==> src/rtl/vtg_pkg.sv <==
package vtg_pkg;

    localparam int POL_H = 0;
    localparam int POL_V = 1;

    typedef struct packed {
        logic h_vis;
        logic v_vis;
        logic act;
    } vtg_flags_t;

    typedef struct packed {
        logic hb;
        logic vb;
        logic av;
    } vtg_out_t;

endpackage

==> src/rtl/vtg_counter.sv <==
module vtg_counter #(
    parameter int COL_W = 12,
    parameter int ROW_W = 12
) (
    input  logic             clk,
    input  logic             ce,
    input  logic             sclr,
    input  logic             vblank_in,
    input  logic [COL_W-1:0] total_cols,
    input  logic [ROW_W-1:0] total_rows,
    output logic [COL_W-1:0] col,
    output logic [ROW_W-1:0] row
);

    typedef struct packed {
        logic [COL_W-1:0] col;
        logic [ROW_W-1:0] row;
        logic             vb_prev;
    } cnt_state_t;

    cnt_state_t st_d, st_q;
    logic       frame_edge;
    logic       col_last;
    logic       row_last;

    always_comb begin
        st_d       = st_q;
        frame_edge = st_q.vb_prev & ~vblank_in;
        col_last   = (st_q.col >= total_cols - COL_W'(1));
        row_last   = (st_q.row >= total_rows - ROW_W'(1));
        if (ce) begin
            st_d.vb_prev = vblank_in;
            if (frame_edge) begin
                st_d.col = '0;
                st_d.row = '0;
            end else if (col_last) begin
                st_d.col = '0;
                st_d.row = row_last ? '0 : st_q.row + ROW_W'(1);
            end else begin
                st_d.col = st_q.col + COL_W'(1);
            end
        end
    end

    always_ff @(posedge clk) begin
        if (sclr) st_q <= '0;
        else      st_q <= st_d;
    end

    assign col = st_q.col;
    assign row = st_q.row;

endmodule

==> src/rtl/vtg_window.sv <==
module vtg_window
    import vtg_pkg::*;
#(
    parameter int COL_W = 12,
    parameter int ROW_W = 12
) (
    input  logic [COL_W-1:0] col,
    input  logic [ROW_W-1:0] row,
    input  logic [ROW_W-1:0] total_rows,
    input  logic [ROW_W-1:0] blank_rows,
    input  logic [COL_W-1:0] blank_left,
    input  logic [COL_W-1:0] blank_right,
    input  logic [COL_W-1:0] active_left,
    input  logic [COL_W-1:0] active_right,
    input  logic [ROW_W-1:0] active_top,
    input  logic [ROW_W-1:0] active_bottom,
    output vtg_flags_t       flags
);

    localparam int RW1 = ROW_W + 1;

    logic [RW1-1:0] nb_rows;
    logic           in_cols;
    logic           in_rows;

    always_comb begin
        nb_rows     = {1'b0, total_rows} - {1'b0, blank_rows};
        in_cols     = (col >= active_left) && (col < active_right);
        in_rows     = (row >= active_top) && (row < active_bottom);
        flags.h_vis = (col >= blank_left) && (col < blank_right);
        flags.v_vis = ({1'b0, row} < nb_rows);
        flags.act   = in_cols && in_rows;
    end

endmodule

==> src/rtl/vtg_timing_gen.sv <==
module vtg_timing_gen
    import vtg_pkg::*;
#(
    parameter int COL_W = 12,
    parameter int ROW_W = 12
) (
    input  logic             clk,
    input  logic             ce,
    input  logic             sclr,
    input  logic             vblank_in,
    input  logic [1:0]       polarity,
    input  logic [COL_W-1:0] total_cols,
    input  logic [ROW_W-1:0] total_rows,
    input  logic [ROW_W-1:0] blank_rows,
    input  logic [COL_W-1:0] blank_left,
    input  logic [COL_W-1:0] blank_right,
    input  logic [COL_W-1:0] active_left,
    input  logic [COL_W-1:0] active_right,
    input  logic [ROW_W-1:0] active_top,
    input  logic [ROW_W-1:0] active_bottom,
    output logic             hblank_out,
    output logic             vblank_out,
    output logic             active_out
);

    logic [COL_W-1:0] col_q;
    logic [ROW_W-1:0] row_q;
    vtg_flags_t       flags;
    vtg_out_t         out_d, out_q;
    logic [1:0]       vis;
    logic [1:0]       sense;

    vtg_counter #(.COL_W(COL_W), .ROW_W(ROW_W)) u_cnt (
        .clk        (clk),
        .ce         (ce),
        .sclr       (sclr),
        .vblank_in  (vblank_in),
        .total_cols (total_cols),
        .total_rows (total_rows),
        .col        (col_q),
        .row        (row_q)
    );

    vtg_window #(.COL_W(COL_W), .ROW_W(ROW_W)) u_win (
        .col           (col_q),
        .row           (row_q),
        .total_rows    (total_rows),
        .blank_rows    (blank_rows),
        .blank_left    (blank_left),
        .blank_right   (blank_right),
        .active_left   (active_left),
        .active_right  (active_right),
        .active_top    (active_top),
        .active_bottom (active_bottom),
        .flags         (flags)
    );

    // Apply per-signal sense: bit POL_H horizontal, bit POL_V vertical.
    always_comb begin
        vis[POL_H] = flags.h_vis;
        vis[POL_V] = flags.v_vis;
        for (int i = 0; i < 2; i++) begin
            sense[i] = polarity[i] ? vis[i] : ~vis[i];
        end
        out_d = out_q;
        if (ce) begin
            out_d.hb = sense[POL_H];
            out_d.vb = sense[POL_V];
            out_d.av = flags.act;
        end
    end

    always_ff @(posedge clk) begin
        if (sclr) out_q <= '0;
        else      out_q <= out_d;
    end

    assign hblank_out = out_q.hb;
    assign vblank_out = out_q.vb;
    assign active_out = out_q.av;

endmodule

==> config.mk <==
export PLATFORM = sky130hd
export DESIGN_NAME = vtg_timing_gen
export DESIGN_NICKNAME = d
export VERILOG_FILES = /design/src/rtl/vtg_pkg.sv /design/src/rtl/vtg_counter.sv /design/src/rtl/vtg_window.sv /design/src/rtl/vtg_timing_gen.sv
export SDC_FILE = /design/constraint.sdc
export NUM_CORES = 1
export LEC_CHECK = 0
export BUFFER_PORTS_ARGS = -buffer_cell sky130_fd_sc_hd__buf_2
export CAP_MARGIN = 20
export CELL_PAD_IN_SITES_DETAIL_PLACEMENT = 2
export CELL_PAD_IN_SITES_GLOBAL_PLACEMENT = 2
export CORE_ASPECT_RATIO = 1.2
export CORE_UTILIZATION = 28
export DETAILED_ROUTE_END_ITERATION = 10
export PLACE_DENSITY = 0.84
export SYNTH_ARGS = -nofsm -noshare
export SYNTH_HDL_FRONTEND = slang
export SYNTH_SLANG_ARGS = --single-unit
==> constraint.sdc <==
create_clock -name clk -period 3.2 [get_ports clk]
set_input_delay 0.64 -clock clk [delete_from_list [all_inputs] [get_ports clk]]
set_output_delay 0.64 -clock clk [all_outputs]
set_load 0.02 [all_outputs]
==> results of run 1 <==
==> power breakdown <==
| part | switching, mW | internal (mW) | total, mW |
|---|---|---|---|
| combinational | 0.290 | 0.259 | 0.549 |
| sequential | 0.00670 | 0.353 | 0.360 |
| clock | 0.136 | 0.250 | 0.386 |
==> repair_timing <==
item / CTS / global route
pin swaps: 7 / 24
setup buffers: 2 / 9
endpoints found under the setup margin: 21 / 25
gates cloned: 0 / 1
resized for setup: 11 / 35
==> cell usage in the layout, fill, tap and decap left out, types with 3 or more instances in the layout <==
cell type                   Yosys  routed
sky130_fd_sc_hd__xnor2_1       19      17
sky130_fd_sc_hd__nor2b_1       13      12
sky130_fd_sc_hd__xor2_1        15      15
sky130_fd_sc_hd__a31oi_1        3       3
sky130_fd_sc_hd__o21ai_1        5       6
sky130_fd_sc_hd__nand2b_1      11      10
sky130_fd_sc_hd__ha_1         120     119
sky130_fd_sc_hd__mux2i_1        3       3
sky130_fd_sc_hd__nand2_2        0       4
sky130_fd_sc_hd__o31ai_2        5       6
sky130_fd_sc_hd__nand2_1       29      25
sky130_fd_sc_hd__a21o_1        23      23
sky130_fd_sc_hd__buf_6          1       3
sky130_fd_sc_hd__inv_1         90      89
sky130_fd_sc_hd__and2_1         3       3
sky130_fd_sc_hd__or4_1          3       3
sky130_fd_sc_hd__a211o_1        4       4
sky130_fd_sc_hd__a211oi_1      11       9
sky130_fd_sc_hd__or2_2          4       4
sky130_fd_sc_hd__and3_1         7       7
sky130_fd_sc_hd__nand3_1       22      21
sky130_fd_sc_hd__o211ai_1       8       8
sky130_fd_sc_hd__nor4_4         0       4
sky130_fd_sc_hd__a21oi_1       29      26
sky130_fd_sc_hd__buf_2          0     115
sky130_fd_sc_hd__a21oi_2        0       3
sky130_fd_sc_hd__buf_4          0      59
sky130_fd_sc_hd__a22oi_1        4       3
sky130_fd_sc_hd__o21a_1         7       7
sky130_fd_sc_hd__a32oi_1        3       3
sky130_fd_sc_hd__nor3_1        13       9
sky130_fd_sc_hd__o21ai_0       24      21
sky130_fd_sc_hd__clkbuf_16      0       3
sky130_fd_sc_hd__dfxtp_1       28      28
sky130_fd_sc_hd__nand4_1       12      12
sky130_fd_sc_hd__nor2_1        40      40
sky130_fd_sc_hd__nand3b_1       4       4
==> how the worst max path moves through the flow <==
stage	start	to	slack, ns	cells after the start
global placement	total_rows[0]	vblank_out	-0.26	16
global route	total_rows[5]	u_cnt.row[6]	-0.37	12
detailed placement	total_rows[0]	vblank_out	-0.58	16
floorplan	total_rows[0]	vblank_out	0.006	15
finish	total_rows[9]	u_cnt.row[6]	-0.19	11
CTS	total_rows[0]	vblank_out	-0.06	15
==> routing by layer <==
| metal | wire length, um | vias up | GRT usage (%) |
|---|---|---|---|
| met1 | 6970 | 2557 | 19.6 |
| li1 | - | 2545 | - |
| met4 | 361 | 0 | 3.83 |
| met2 | 10500 | 108 | 43.3 |
| met3 | 552 | 30 | 1.80 |
| met5 | 0 | - | 0 |
==> synth_stat cells, types with 4 or more instances <==
cell type / n
sky130_fd_sc_hd__a211o_1: 4
sky130_fd_sc_hd__a211oi_1: 11
sky130_fd_sc_hd__a21o_1: 23
sky130_fd_sc_hd__a21oi_1: 29
sky130_fd_sc_hd__a22oi_1: 4
sky130_fd_sc_hd__and3_1: 7
sky130_fd_sc_hd__clkbuf_1: 4
sky130_fd_sc_hd__dfxtp_1: 28
sky130_fd_sc_hd__ha_1: 120
sky130_fd_sc_hd__inv_1: 90
sky130_fd_sc_hd__nand2_1: 29
sky130_fd_sc_hd__nand2b_1: 11
sky130_fd_sc_hd__nand3_1: 22
sky130_fd_sc_hd__nand3b_1: 4
sky130_fd_sc_hd__nand4_1: 12
sky130_fd_sc_hd__nor2_1: 40
sky130_fd_sc_hd__nor2b_1: 13
sky130_fd_sc_hd__nor3_1: 13
sky130_fd_sc_hd__nor4_1: 4
sky130_fd_sc_hd__o211ai_1: 8
sky130_fd_sc_hd__o21a_1: 7
sky130_fd_sc_hd__o21ai_0: 24
sky130_fd_sc_hd__o21ai_1: 5
sky130_fd_sc_hd__o31ai_2: 5
sky130_fd_sc_hd__or2_2: 4
sky130_fd_sc_hd__xnor2_1: 19
sky130_fd_sc_hd__xor2_1: 15
==> critical path, delay by kind of cell <==
family	cells	cell delay, ns
buffers and inverters	2	0.25
AOI/OAI and AO/OA	5	1.52
adders and majority gates	1	0.29
xor gates and xnor gates	1	0.16
and+or+nand+nor	2	0.71
==> state kept, by name, indices dropped and copies added, names as in the netlist <==
signal      cells
active_out      1
u_cnt.col      12
hblank_out      1
vblank_out      1
u_cnt.st_q      1
u_cnt.row      12
==> area by class of cell <==
cell class                      count  area (um2)
Fill cell                        1926       10000
Multi-Input combinational cell    485        4070
Timing Repair Buffer              177        1050
Sequential cell                    28         561
Inverter                           90         340
Tap cell                          212         265
Clock buffer                        3        75.1
Clock inverter                      1        30.0
==> cells by family (layout without fill, tap and decap cells) <==
group | count (synthesis) | in the layout | synth area share, %
multiplexers | 3 | 3 | 0.632
AO/OA/AOI/OAI | 149 | 149 | 22.1
flip-flops | 28 | 28 | 11.8
adder cells (fa/ha/maj) | 121 | 121 | 32.0
XOR/XNOR | 34 | 34 | 6.27
AND/OR/NAND/NOR | 177 | 178 | 19.5
buffers and inverters | 96 | 271 | 7.74
==> stage by stage <==
stage | power (mW) | hold WS, ns | util (%)
after floorplan | 0.629 | 0.452 | -
final | 1.29 | 0.496 | 39.0
after detailed placement | 0.860 | 0.481 | 36.4
after global placement | 0.818 | 0.467 | 36.4
after CTS | 1.26 | 0.502 | 37.4
after global routing | 1.37 | 0.524 | 39.0
==> results by stage, run 1 <==
Global routing:
- The overall global routing resource usage is around a fifth.
- The wire length of the first global-routing pass is 27,500 um.
- Entering global routing, the biggest net connects 23 pins.
- The number of global-route vias before repair is 5,770.
- The initial antenna violation count is 0.
- The total grt overflow is 0.

Die:
- The number of placement rows is 51.
- In this run the horizontal extent of the chip is 121 um.
- Measured along the y axis, the die boundary spans 145 um.
- The number of placed I/O pins is roughly 120.
- The die covers 17,500 um2.
- For this configuration, the core starts out at a cell density of 29.0%.
- The placeable core region is 16,400 um2.

Critical path:
- The capturing point of the worst reg2reg path is u_cnt.row[6].
- The critical path's slowest cell is sky130_fd_sc_hd__a2111oi_0.
- In this run the critical register-to-register path is launched from u_cnt.row[2].
- The signal on the critical path passes through buf_2 > buf_4 > or4_1 > nor2_1 > xnor2_1 > ha_1 > a21o_1 > a211o_1 > a2111oi_0 > o21ai_1 > o31ai_2.
- The category of the worst setup path launch point is an input pin.
- The number of cells on the worst reg-to-reg path is 7.
- STA puts the critical path data required time at 3.39 ns.
- The critical path is of the input pin to flip-flop type.
- The signal arrival time at the worst endpoint is 3.58 ns.
- The kind of capture point of the worst setup path is a flip-flop.
- In this design, the stage delay of the slowest critical-path cell is 0.71 ns.
- The peak fanout along the critical path is 3.
- The slack of the worst reg-to-reg path is roughly 0.45 ns.

Yosys:
- The mapped netlist covers 4750 um2.
- A synthesized cell averages ~8 um2.
- For this run, the leading register cell type out of synthesis is sky130_fd_sc_hd__dfxtp_1.
- Yosys attributes the largest share of cell area to sky130_fd_sc_hd__ha_1, sky130_fd_sc_hd__dfxtp_1, sky130_fd_sc_hd__inv_1, sky130_fd_sc_hd__a21o_1, sky130_fd_sc_hd__xnor2_1.
- The synthesized design devotes to its leading area cell type 31.6% of total area.
- Synthesis produced a netlist whose cell count is 608.
- The net count after synthesis is 843.
- In this run, synthesis produced a sequential element count of 28.
- The number of distinct standard cells referenced by the synthesized netlist is 60.
- The synthesis warning total is 0.
- The proportion of register bits with asynchronous set or reset after synthesis is 0%.
- After synthesis, flip-flops and latches occupy 11.8% of the total area.
- The cell taking the most area after synthesis is sky130_fd_sc_hd__ha_1.
- The synthesized design contains 0 enable-type register cells.

STA:
- The total of endpoints with negative setup slack in the final report is 2.
- The least setup slack across all paths after layout is -0.189 ns.
- The number of pins with negative max-slew slack in the final report is 0.
- Headroom to the max-slew limit came out at 49.0%.
- Setup repair after global routing could not meet its margin everywhere.
- Static timing analysis puts the maximum clock frequency at 295 MHz.
- The post-layout minimum cycle time is 3.39 ns.
- The number of endpoints with negative hold slack in the final report is 0.
- The final clock period utilization by the worst path is 106%.
- The clock arrives with 0.00193 ns of skew.
- The worst-margin pin slew is 0.746 ns.
- Summed over all failing endpoints, the final setup total negative slack is -0.316 ns.

Final layout:
- The final layout contains 1,020 nets.
- The finished cells cover approximately 6400 um2.
- The area growth from synthesis to layout is 34.5%.
- The number of non-filler instances in the completed layout is 996.
- 0 antenna diodes ended up in the layout.
- The post-route netlist has 29.1% of its cells at a drive strength greater than 1.

Power and ir drop:
- The worst-case IR drop observed on VDD is between 0.2 and 0.25 mV.
- The standby leakage power is 3.46 nW.
- The cell area power density is about 200 nW/um2.

Placed design:
- The standard cell area after detailed placement is 5960 um2.
- In this run the tool buffered the top-level ports with about 120 buffer cells.
- The number of cells in the design after placement is 980.
- Once detailed placement completed, the half-perimeter wirelength came to ~15,000 um.
- OpenSTA, run right after detailed placement, puts the worst setup slack at -0.576 ns.
- The routability congestion estimate is 0.794.

Routing:
- The detail route stage leaves a number of antenna-violating nets equal to 0.
- The vias per cell is 5.26.
- The first detailed-routing pass took 4 iterations.
- The total wire length after detailed routing is 18,400 um.
- After the first detailed-routing iteration, the DRC count stood at between 150 and 200.
- The detailed-route DRC error count is 0.
- The via count of the routed design is 5,240.
- The final routed wire length divided by cell count is 18.5 um.

Status:
- The run finished, with violations left.
- The checks that failed: setup timing.

Clock network:
- Counting along the longest clock path gives a buffer depth of 2.
- After clock tree synthesis, the flow added hold-fix buffers numbering 0.
- The cell at the root of the clock tree is sky130_fd_sc_hd__clkbuf_16.
- CTS built an H-tree with a depth of 1.
- The clock sink count is 28.
- The later pin in the worst-skew pair is clocked with a latency of 0.27 ns.
- Clock-pin slew was measured on the worst setup and hold paths at 0.08 ns.
- TritonCTS built the clock tree.
- The CTS buffer count is 3.

Hold path:
- The startpoint of the most critical hold path is u_cnt.st_q[0].
- The endpoint of the worst hold path is u_cnt.st_q[0].
- The worst hold path was traced through 2 stages.
- The class of the most critical hold timing path is flip-flop to flip-flop.

Job:
- The reported max-cap violation count is 0.
Power figures use the tool's default switching activity.
==> inputs of run 2 (changes only) <==
Settings changed: CORE_UTILIZATION 28 to 29, PLACE_DENSITY 0.84 to 0.85, SYNTH_HIERARCHICAL set to 1.
==> run 2 against run 1 <==
  * Sequential power is essentially flat
  * Sequential cell count is the same
  * Die area shrank 0.17%
  * Synthesized area grew 3.4%
  * Routed wire length shrank 5.3%
  * The flow still finishes with violations (setup timing)
  * Critical endpoint is now vblank_out
  * Clock skew grew 0.00055 ns
  * Fmax grew 5.6%
==> results by stage, run 2 <==
STA:
- The post-layout minimum cycle time was 3.21 ns (was 3.39 ns).
- Setup repair after global routing missed its margin: true (unchanged).
- The headroom to the max-slew limit is 63.4% (was 49.0%).
- The number of endpoints with negative hold slack in the final report is 0 (unchanged).
- The number of pins with negative max-slew slack in the final report came to 0 (unchanged).
- The highest clock rate is 312 MHz (was 295 MHz).
- The worst-margin pin slew came to 0.535 ns (was 0.746 ns).
- The least setup slack across all paths after layout is -0.00998 ns (was -0.189 ns).
- The total of endpoints with negative setup slack in the final report is 1 (was 2).
- The worst clock skew on the final layout came to 0.00248 ns (was 0.00193 ns).
- The final clock period utilization by the worst path is 100% (was 106%).

Die:
- The number of placement rows is 51 (unchanged).
- The area of the die is 17,500 um2 (about the same).
- The horizontal extent of the die is 121 um (about the same).
- The die height is 145 um (about the same).
- The number of placed I/O pins is 117 (unchanged).
- The placeable core region came to 16,400 um2 (unchanged).
- The initial standard-cell utilization of the core was 30.0% (was 29.0%).

Placed design:
- The post-placement worst setup slack is -0.446 ns (was -0.576 ns).
- The HPWL after detailed placement is 14,900 um (was 14,600 um).
- The count of port buffers added during placement is 116 (unchanged).
- The routability congestion estimate is 0.802 (was 0.794).
- The number of cells in the design after placement is 964 (was 980).

Power and ir drop:
- The maximum vdd ir drop is 0.172 mV (was 0.237 mV).
- The power consumption is 1.21 mW (was 1.29 mW).
- The standby leakage power came to 3.27 nW (was 3.46 nW).
- The cell area power density is 199 nW/um2 (was 203 nW/um2).

Final layout:
- The number of nets in the layout was 997 (was 1,020).
- The most common cell after layout, fill and taps aside is sky130_fd_sc_hd__ha_1 (unchanged).
- The layout cell share with drive strength beyond 1 is 27.7% (was 29.1%).
- The number of non-filler instances in the completed layout is 973 (was 996).
- The total inserted antenna cells is 0 (unchanged).
- The relative area change from synthesis to final layout was 24.4% (was 34.5%).
- The core utilization of the finished layout is 37.3% (was 39.0%).
- Highest-count cells in the layout ignoring fill and taps: sky130_fd_sc_hd__ha_1, sky130_fd_sc_hd__buf_2, sky130_fd_sc_hd__inv_1 (unchanged).

Status:
- Outcome: finished, violations left (unchanged).
- Violated checks: setup timing (unchanged).

Hold path:
- The class of the most critical hold timing path is flip-flop to flip-flop (unchanged).

Critical path:
- The data required time at the worst endpoint came to 3.35 ns (was 3.39 ns).
- The signal arrival time at the worst endpoint is 3.36 ns (was 3.58 ns).
- The kind of capture point of the worst setup path is a flip-flop (unchanged).
- The number of cells on the worst reg-to-reg path came to 8 (was 7).
- The peak fanout along the critical path is 4 (was 3).
- The kind of critical path is input pin to flip-flop (unchanged).
- Cell chain of the critical path: buf_2 > ha_1 > o21ai_1 > o21ai_2 > a31oi_4 > nor4bb_1 > a311oi_1 > ha_1 > a2111o_1 > a211oi_2 > o21ai_1 > nand3_1 > xor2_1 > o22ai_1 (was buf_2 > buf_4 > or4_1 > nor2_1 > xnor2_1 > ha_1 > a21o_1 > a211o_1 > a2111oi_0 > o21ai_1 > o31ai_2).
- The category of the worst setup path launch point is an input pin (unchanged).
- The largest incremental delay on the critical path is 0.45 ns (was 0.71 ns).
- The launch point of the critical path is total_rows[3] (was total_rows[9]).
- The slack of the worst reg-to-reg path is 0.72 ns (was 0.45 ns).
- The critical path's slowest cell was sky130_fd_sc_hd__a2111o_1 (was sky130_fd_sc_hd__a2111oi_0).
- The start of the worst register-to-register path is u_cnt/col[2] (was u_cnt.row[2]).
- The endpoint of the most critical setup path is vblank_out (was u_cnt.row[6]).
- The capturing point of the worst reg2reg path is u_cnt/row[0] (was u_cnt.row[6]).

Routing:
- The total wire length after detailed routing was 17,400 um (was 18,400 um).
- The vias per cell came to 5.15 (was 5.26).
- The number of design-rule violations left by the first detailed-router iteration is 130 (was 155).
- The detailed-route DRC error count came to 0 (unchanged).
- The via count of the routed design is 5,011 (was 5,240).
- The final routed wire length divided by cell count is 17.9 um (was 18.5 um).
- The number of antenna-violating nets in the routed design is 0 (unchanged).
- The first-pass detailed-route iteration total came to 4 (unchanged).

Yosys:
- The area of the mapped netlist is 4910 um2 (was 4750 um2).
- The most instantiated flip-flop cell in the synthesis netlist is sky130_fd_sc_hd__dfxtp_1 (unchanged).
- The area fraction of the dominant cell type after synthesis is 30.6% (was 31.6%).
- The adder and majority cell fraction of the synthesized area is 31.0% (was 32.0%).
- The net count after synthesis is 854 (was 843).
- The cell taking the most area after synthesis is sky130_fd_sc_hd__ha_1 (unchanged).
- The dominant cell by count in the synthesized netlist was sky130_fd_sc_hd__ha_1 (unchanged).
- The post-synthesis compound-gate area fraction is 17.3% (was 22.1%).
- The fraction of synthesized cell area in xor and xnor cells is 6.95% (was 6.27%).
- The proportion of register bits with asynchronous set or reset after synthesis is 0% (unchanged).
- The mean instance size in the synthesized netlist is 7.94 um2 (was 7.82 um2).
- The cell count after synthesis is 619 (was 608).
- The simple-gate share of the synthesized area is 20.4% (was 19.5%).
- The number of distinct standard cells referenced by the synthesized netlist was 64 (was 60).
- The synthesis warning total is 6 (was 0).
- The combinational family with the most area after synthesis is adder cells (unchanged).
- The number of flops mapped to enable cells by yosys came to 0 (unchanged).
- The number of flip-flops and latches in the synthesized netlist is 28 (unchanged).
- The sequential fraction of the synthesis area is 11.4% (was 11.8%).
- Top cells by instance count after synthesis: sky130_fd_sc_hd__ha_1, sky130_fd_sc_hd__inv_1, sky130_fd_sc_hd__nor2_1 (unchanged).
- The share of cell area taken by muxes after synthesis is 1.04% (was 0.632%).
- Synth area leaders: sky130_fd_sc_hd__ha_1, sky130_fd_sc_hd__dfxtp_1, sky130_fd_sc_hd__inv_1, sky130_fd_sc_hd__o21ai_0, sky130_fd_sc_hd__xor2_1 (was sky130_fd_sc_hd__ha_1, sky130_fd_sc_hd__dfxtp_1, sky130_fd_sc_hd__inv_1, sky130_fd_sc_hd__a21o_1, sky130_fd_sc_hd__xnor2_1).

Clock network:
- The CTS tree was done (unchanged).
- The cell at the root of the clock tree is sky130_fd_sc_hd__clkbuf_16 (unchanged).
- The clock edge transition at the registers on the reported setup and hold paths is 0.07 ns (was 0.08 ns).
- The clock sink count is 28 (unchanged).
- The total number of H-tree levels is 1 (unchanged).
- The later-pin clock latency in the skew report is 0.27 ns (about the same).
- The number of buffers on the longest clock path came to 2 (unchanged).
- The total of hold buffers inserted after clock tree synthesis is 0 (unchanged).
- The CTS buffer count came to 3 (unchanged).

Global routing:
- The wire length of the first global-routing pass is 27,700 um (was 27,500 um).
- The pin count of the biggest net entering global routing came to 16 (was 23).
- The initial antenna violation count came to 0 (unchanged).
- The number of global-route vias before repair is 5,544 (was 5,770).
- The total grt overflow is 0 (unchanged).
- The overall global routing resource usage is 20.2% (was 19.8%).

Job:
- The reported max-cap violation count was 0 (unchanged).
-- run 2: changes by cell type in the layout (fill, tap and decap cells not counted), sizes merged, moves of 7 or more --
cell / delta
o21ai: +14
a21o: -13
a22o: +11
nand3: -11
nor2: +9
buf: -8
o31ai: -7
-- run 2: metal layers --
layer  part of all wire, %  track usage, %  wire length, um
met1                    41            22.3             7180
met2                    53            40.5             9290
met3                   3.4            1.81              591
met4                   1.9            5.33              338
met5                     0               0                0
-- run 2: metrics by stage --
step | hold slack [ns] | cell area, um2 | TNS (ns)
final | 0.507 | 6110 | -0.00998
after detailed placement | 0.503 | 5880 | -6.15
after global placement | 0.469 | 5880 | -2.74
after global routing | 0.549 | 6110 | -0.171
after CTS | 0.513 | 6030 | -0.0833
after floorplan | 0.454 | 4920 | -0.0215
-- run 2: cells by family after synthesis --
| logic type | Yosys count |
|---|---|
| AO/OA/AOI/OAI | 128 |
| XOR/XNOR | 39 |
| adder cells (fa/ha/maj) | 121 |
| buffers and inverters | 121 |
| flip-flops | 28 |
| multiplexers | 5 |
| AND/OR/NAND/NOR | 177 |
-- run 2: how the worst min path moves through the flow --
stage	from	depth (start not counted)	slack, ns	endpoint
2_1_floorplan	u_cnt/st_q[0]	2	0.45	u_cnt/st_q[0]
3_3_place_gp	u_cnt/st_q[0]	2	0.47	u_cnt/st_q[0]
3_5_place_dp	u_cnt/st_q[0]	2	0.50	u_cnt/st_q[0]
4_1_cts	hblank_out	2	0.51	hblank_out
5_1_grt	hblank_out	2	0.55	hblank_out
6_report	u_cnt/st_q[0]	2	0.51	u_cnt/st_q[0]
-- run 2: what timing repair did --
item                       4_1_cts  5_1_grt
buffers inserted                 3        2
setup endpoints to repair       13       13
pin swaps                       11       10
gates resized for setup          8       11
-- run 2: worst max-delay path: cells and delay by family --
family | cells | cell delay [ns]
AO/OA/AOI/OAI | 8 | 1.45
XOR/XNOR | 1 | 0.17
AND/OR/NAND/NOR | 2 | 0.39
adder cells (fa/ha/maj) | 2 | 0.59
buffers and inverters | 1 | 0.12
-- run 2: report_power, final --
group | leakage [nW] | switching [mW] | internal [mW] | total [mW]
combinational | 3.00 | 0.276 | 0.252 | 0.529
sequential | 0.226 | 0.00823 | 0.353 | 0.362
clock | 0.0442 | 0.132 | 0.192 | 0.324
-- run 2: layout make-up --
type | count | area [um2]
flip-flops and latches | 28 | 561
clock buffers | 4 | 88.8
repair buffers | 169 | 995
inverters | 90 | 340
fillers | 1906 | 10300
multi-input cells | 470 | 3860
well taps | 212 | 265
==> inputs of run 3 (changes only) <==
Settings changed: TNS_END_PERCENT set to 50.
==> run 3 against run 2 <==
  * The flow still finishes with violations (setup timing)
  * Routed wire length fell by 1.8%
  * Register-to-register slack about the same
  * Clock-buffer cell count did not move
  * Via count down 1.4%
==> results by stage, run 3 (same netlist as run 2, synthesis figures left out) <==
Placed design:
- The routability congestion estimate is 0.802 (unchanged).
- The post-placement worst setup slack was -0.446 ns (unchanged).
- The standard cell area after detailed placement is 5880 um2 (unchanged).
- The count of port buffers added during placement is 116 (unchanged).
- The HPWL after detailed placement was 14,900 um (unchanged).

Final layout:
- Highest-count cells in the layout ignoring fill and taps: sky130_fd_sc_hd__ha_1, sky130_fd_sc_hd__buf_2, sky130_fd_sc_hd__inv_1 (unchanged).
- The core utilization of the finished layout is 36.8% (was 37.3%).
- The most common cell after layout, fill and taps aside is sky130_fd_sc_hd__ha_1 (unchanged).
- The layout cell share with drive strength beyond 1 came to 26.7% (was 27.7%).
- The total inserted antenna cells is 0 (unchanged).
- The number of nets in the layout is 992 (was 997).
- The final design instance area without fill came to 6040 um2 (was 6110 um2).
- The relative area change from synthesis to final layout was 22.9% (was 24.4%).

Critical path:
- The category of the worst setup path launch point is an input pin (unchanged).
- The critical path's slowest cell is sky130_fd_sc_hd__a2111o_1 (unchanged).
- Cell chain of the critical path: buf_2 > ha_1 > and2_1 > o21ai_2 > nand3_2 > a31o_1 > a21oi_2 > xor2_1 > ha_1 > a2111o_1 > a211oi_2 > o21ai_1 > nand3_1 > xor2_1 > o22ai_1 (was buf_2 > ha_1 > o21ai_1 > o21ai_2 > a31oi_4 > nor4bb_1 > a311oi_1 > ha_1 > a2111o_1 > a211oi_2 > o21ai_1 > nand3_1 > xor2_1 > o22ai_1).
- The largest incremental delay on the critical path came to 0.41 ns (was 0.45 ns).
- The peak fanout along the critical path came to 3 (was 4).
- The kind of critical path is input pin to flip-flop (unchanged).
- The data required time at the worst endpoint is 3.35 ns (about the same).
- The signal arrival time at the worst endpoint is 3.38 ns (was 3.36 ns).
- The kind of capture point of the worst setup path was a flip-flop (unchanged).
- The cell family with the largest share of critical-path delay is compound AO/OA/AOI/OAI gates (unchanged).
- The buffers plus inverters on the worst setup path was 1 (unchanged).

Routing:
- The via count of the routed design came to 4,942 (was 5,011).
- The detailed-route DRC error count is 0 (unchanged).
- The total wire length after detailed routing is 17,100 um (was 17,400 um).
- The number of design-rule violations left by the first detailed-router iteration came to 124 (was 130).
- The first-pass detailed-route iteration total is 4 (unchanged).
- The vias per cell was 5.11 (was 5.15).
- The final routed wire length divided by cell count is 17.7 um (was 17.9 um).
- The number of antenna-violating nets in the routed design is 0 (unchanged).

STA:
- The worst-margin pin slew is 0.595 ns (was 0.535 ns).
- The highest clock rate is 309 MHz (was 312 MHz).
- The post-layout minimum cycle time is 3.23 ns (was 3.21 ns).
- The number of pins with negative max-slew slack in the final report was 0 (unchanged).
- The worst-case hold slack is 0.507 ns (about the same).
- The final clock period utilization by the worst path is 101% (was 100%).
- The headroom to the max-slew limit was 59.3% (was 63.4%).
- The total of endpoints with negative setup slack in the final report was 1 (unchanged).
- The number of endpoints with negative hold slack in the final report is 0 (unchanged).
- The least setup slack across all paths after layout is -0.0320 ns (was -0.00998 ns).
- The worst clock skew on the final layout is 0.00266 ns (was 0.00248 ns).
- Setup repair after global routing missed its margin: true (unchanged).

Hold path:
- The class of the most critical hold timing path is flip-flop to flip-flop (unchanged).

Power and ir drop:
- The maximum vdd ir drop came to 0.173 mV (was 0.172 mV).
- The standby leakage power is 3.24 nW (was 3.27 nW).
- The power consumption is 1.20 mW (was 1.21 mW).
- The cell area power density was 199 nW/um2 (about the same).

Die:
- The area of the die is 17,500 um2 (unchanged).
- The horizontal extent of the die is 121 um (unchanged).
- The number of placement rows came to 51 (unchanged).
- The die height was 145 um (unchanged).
- The placeable core region was 16,400 um2 (unchanged).
- The number of placed I/O pins is 117 (unchanged).
- The initial standard-cell utilization of the core is 30.0% (unchanged).

Job:
- The reported max-cap violation count is 0 (unchanged).

Clock network:
- The clock sink count came to 28 (unchanged).
- The later-pin clock latency in the skew report is 0.27 ns (about the same).
- The post-CTS repair timing setup buffer count is 0 (was 3).
- The clock edge transition at the registers on the reported setup and hold paths is 0.07 ns (about the same).
- The CTS tree is done (unchanged).
- The total number of H-tree levels came to 1 (unchanged).
- The cell at the root of the clock tree is sky130_fd_sc_hd__clkbuf_16 (unchanged).
- The CTS buffer count was 3 (unchanged).
- The number of buffers on the longest clock path is 2 (unchanged).

Global routing:
- The number of global-route vias before repair is 5,527 (was 5,544).
- The pin count of the biggest net entering global routing is 16 (unchanged).
- The overall global routing resource usage is 19.9% (was 20.2%).
- The total grt overflow is 0 (unchanged).
- The initial antenna violation count is 0 (unchanged).
- The wire length of the first global-routing pass is 27,300 um (was 27,700 um).

Status:
- Violated checks: setup timing (unchanged).
- Outcome: finished, violations left (unchanged).
==> run 3: where the power goes <==
| group | internal [mW] | leakage [nW] | total, mW | switching [mW] |
|---|---|---|---|---|
| Sequential | 0.353 | 0.226 | 0.362 | 0.00825 |
| Clock | 0.192 | 0.0442 | 0.325 | 0.133 |
| Combinational | 0.242 | 2.97 | 0.512 | 0.269 |
| Total | 0.788 | 3.24 | 1.20 | 0.410 |
==> run 3: worst paths after layout <==
check,from,endpoint,slack (ns),depth (start not counted)
worst max-delay path,total_rows[4],vblank_out,-0.03,15
worst min-delay path,u_cnt/st_q[0],u_cnt/st_q[0],0.51,2
worst max register to register,u_cnt/col[2],u_cnt/row[0],0.72,8
worst min register to register,u_cnt/st_q[0],u_cnt/st_q[0],0.51,2
==> run 3: layout make-up <==
cell class / instances / area [um2]
Tap cell: 212 / 265
Clock buffer: 4 / 88.8
Sequential cell: 28 / 561
Timing Repair Buffer: 164 / 951
Multi-Input combinational cell: 470 / 3830
Fill cell: 1915 / 10400
Inverter: 90 / 340
==> run 3: timing repair <==
action	CTS	global route
setup endpoints to repair	13	13
hold buffers	0	0
pin swaps	2	2
gates resized for setup	1	12
==> run 3: stage by stage <==
step,cells,setup TNS (ns)
global placement,964,-2.74
CTS,968,-0.105
detailed placement,964,-6.15
floorplan,619,-0.0215
finish,968,-0.0320
global route,968,-0.238
==> run 3: worst min-delay path, delay by kind of cell, from the launching register on <==
| kind | cells | cell delay, ns |
|---|---|---|
| DFF | 1 | 0.33 |
| muxes | 1 | 0.07 |
| and+or+nand+nor | 1 | 0.08 |
==> run 3: per-layer routing <==
metal	wire length (um)	vias to the layer above	GRT usage, %	share of wire, %
met5	0	-	0	0
met4	333	0	5.33	1.9
met3	506	21	1.81	3.0
met2	9130	108	39.7	53
met1	7120	2362	22.0	42
li1	-	2451	-	-
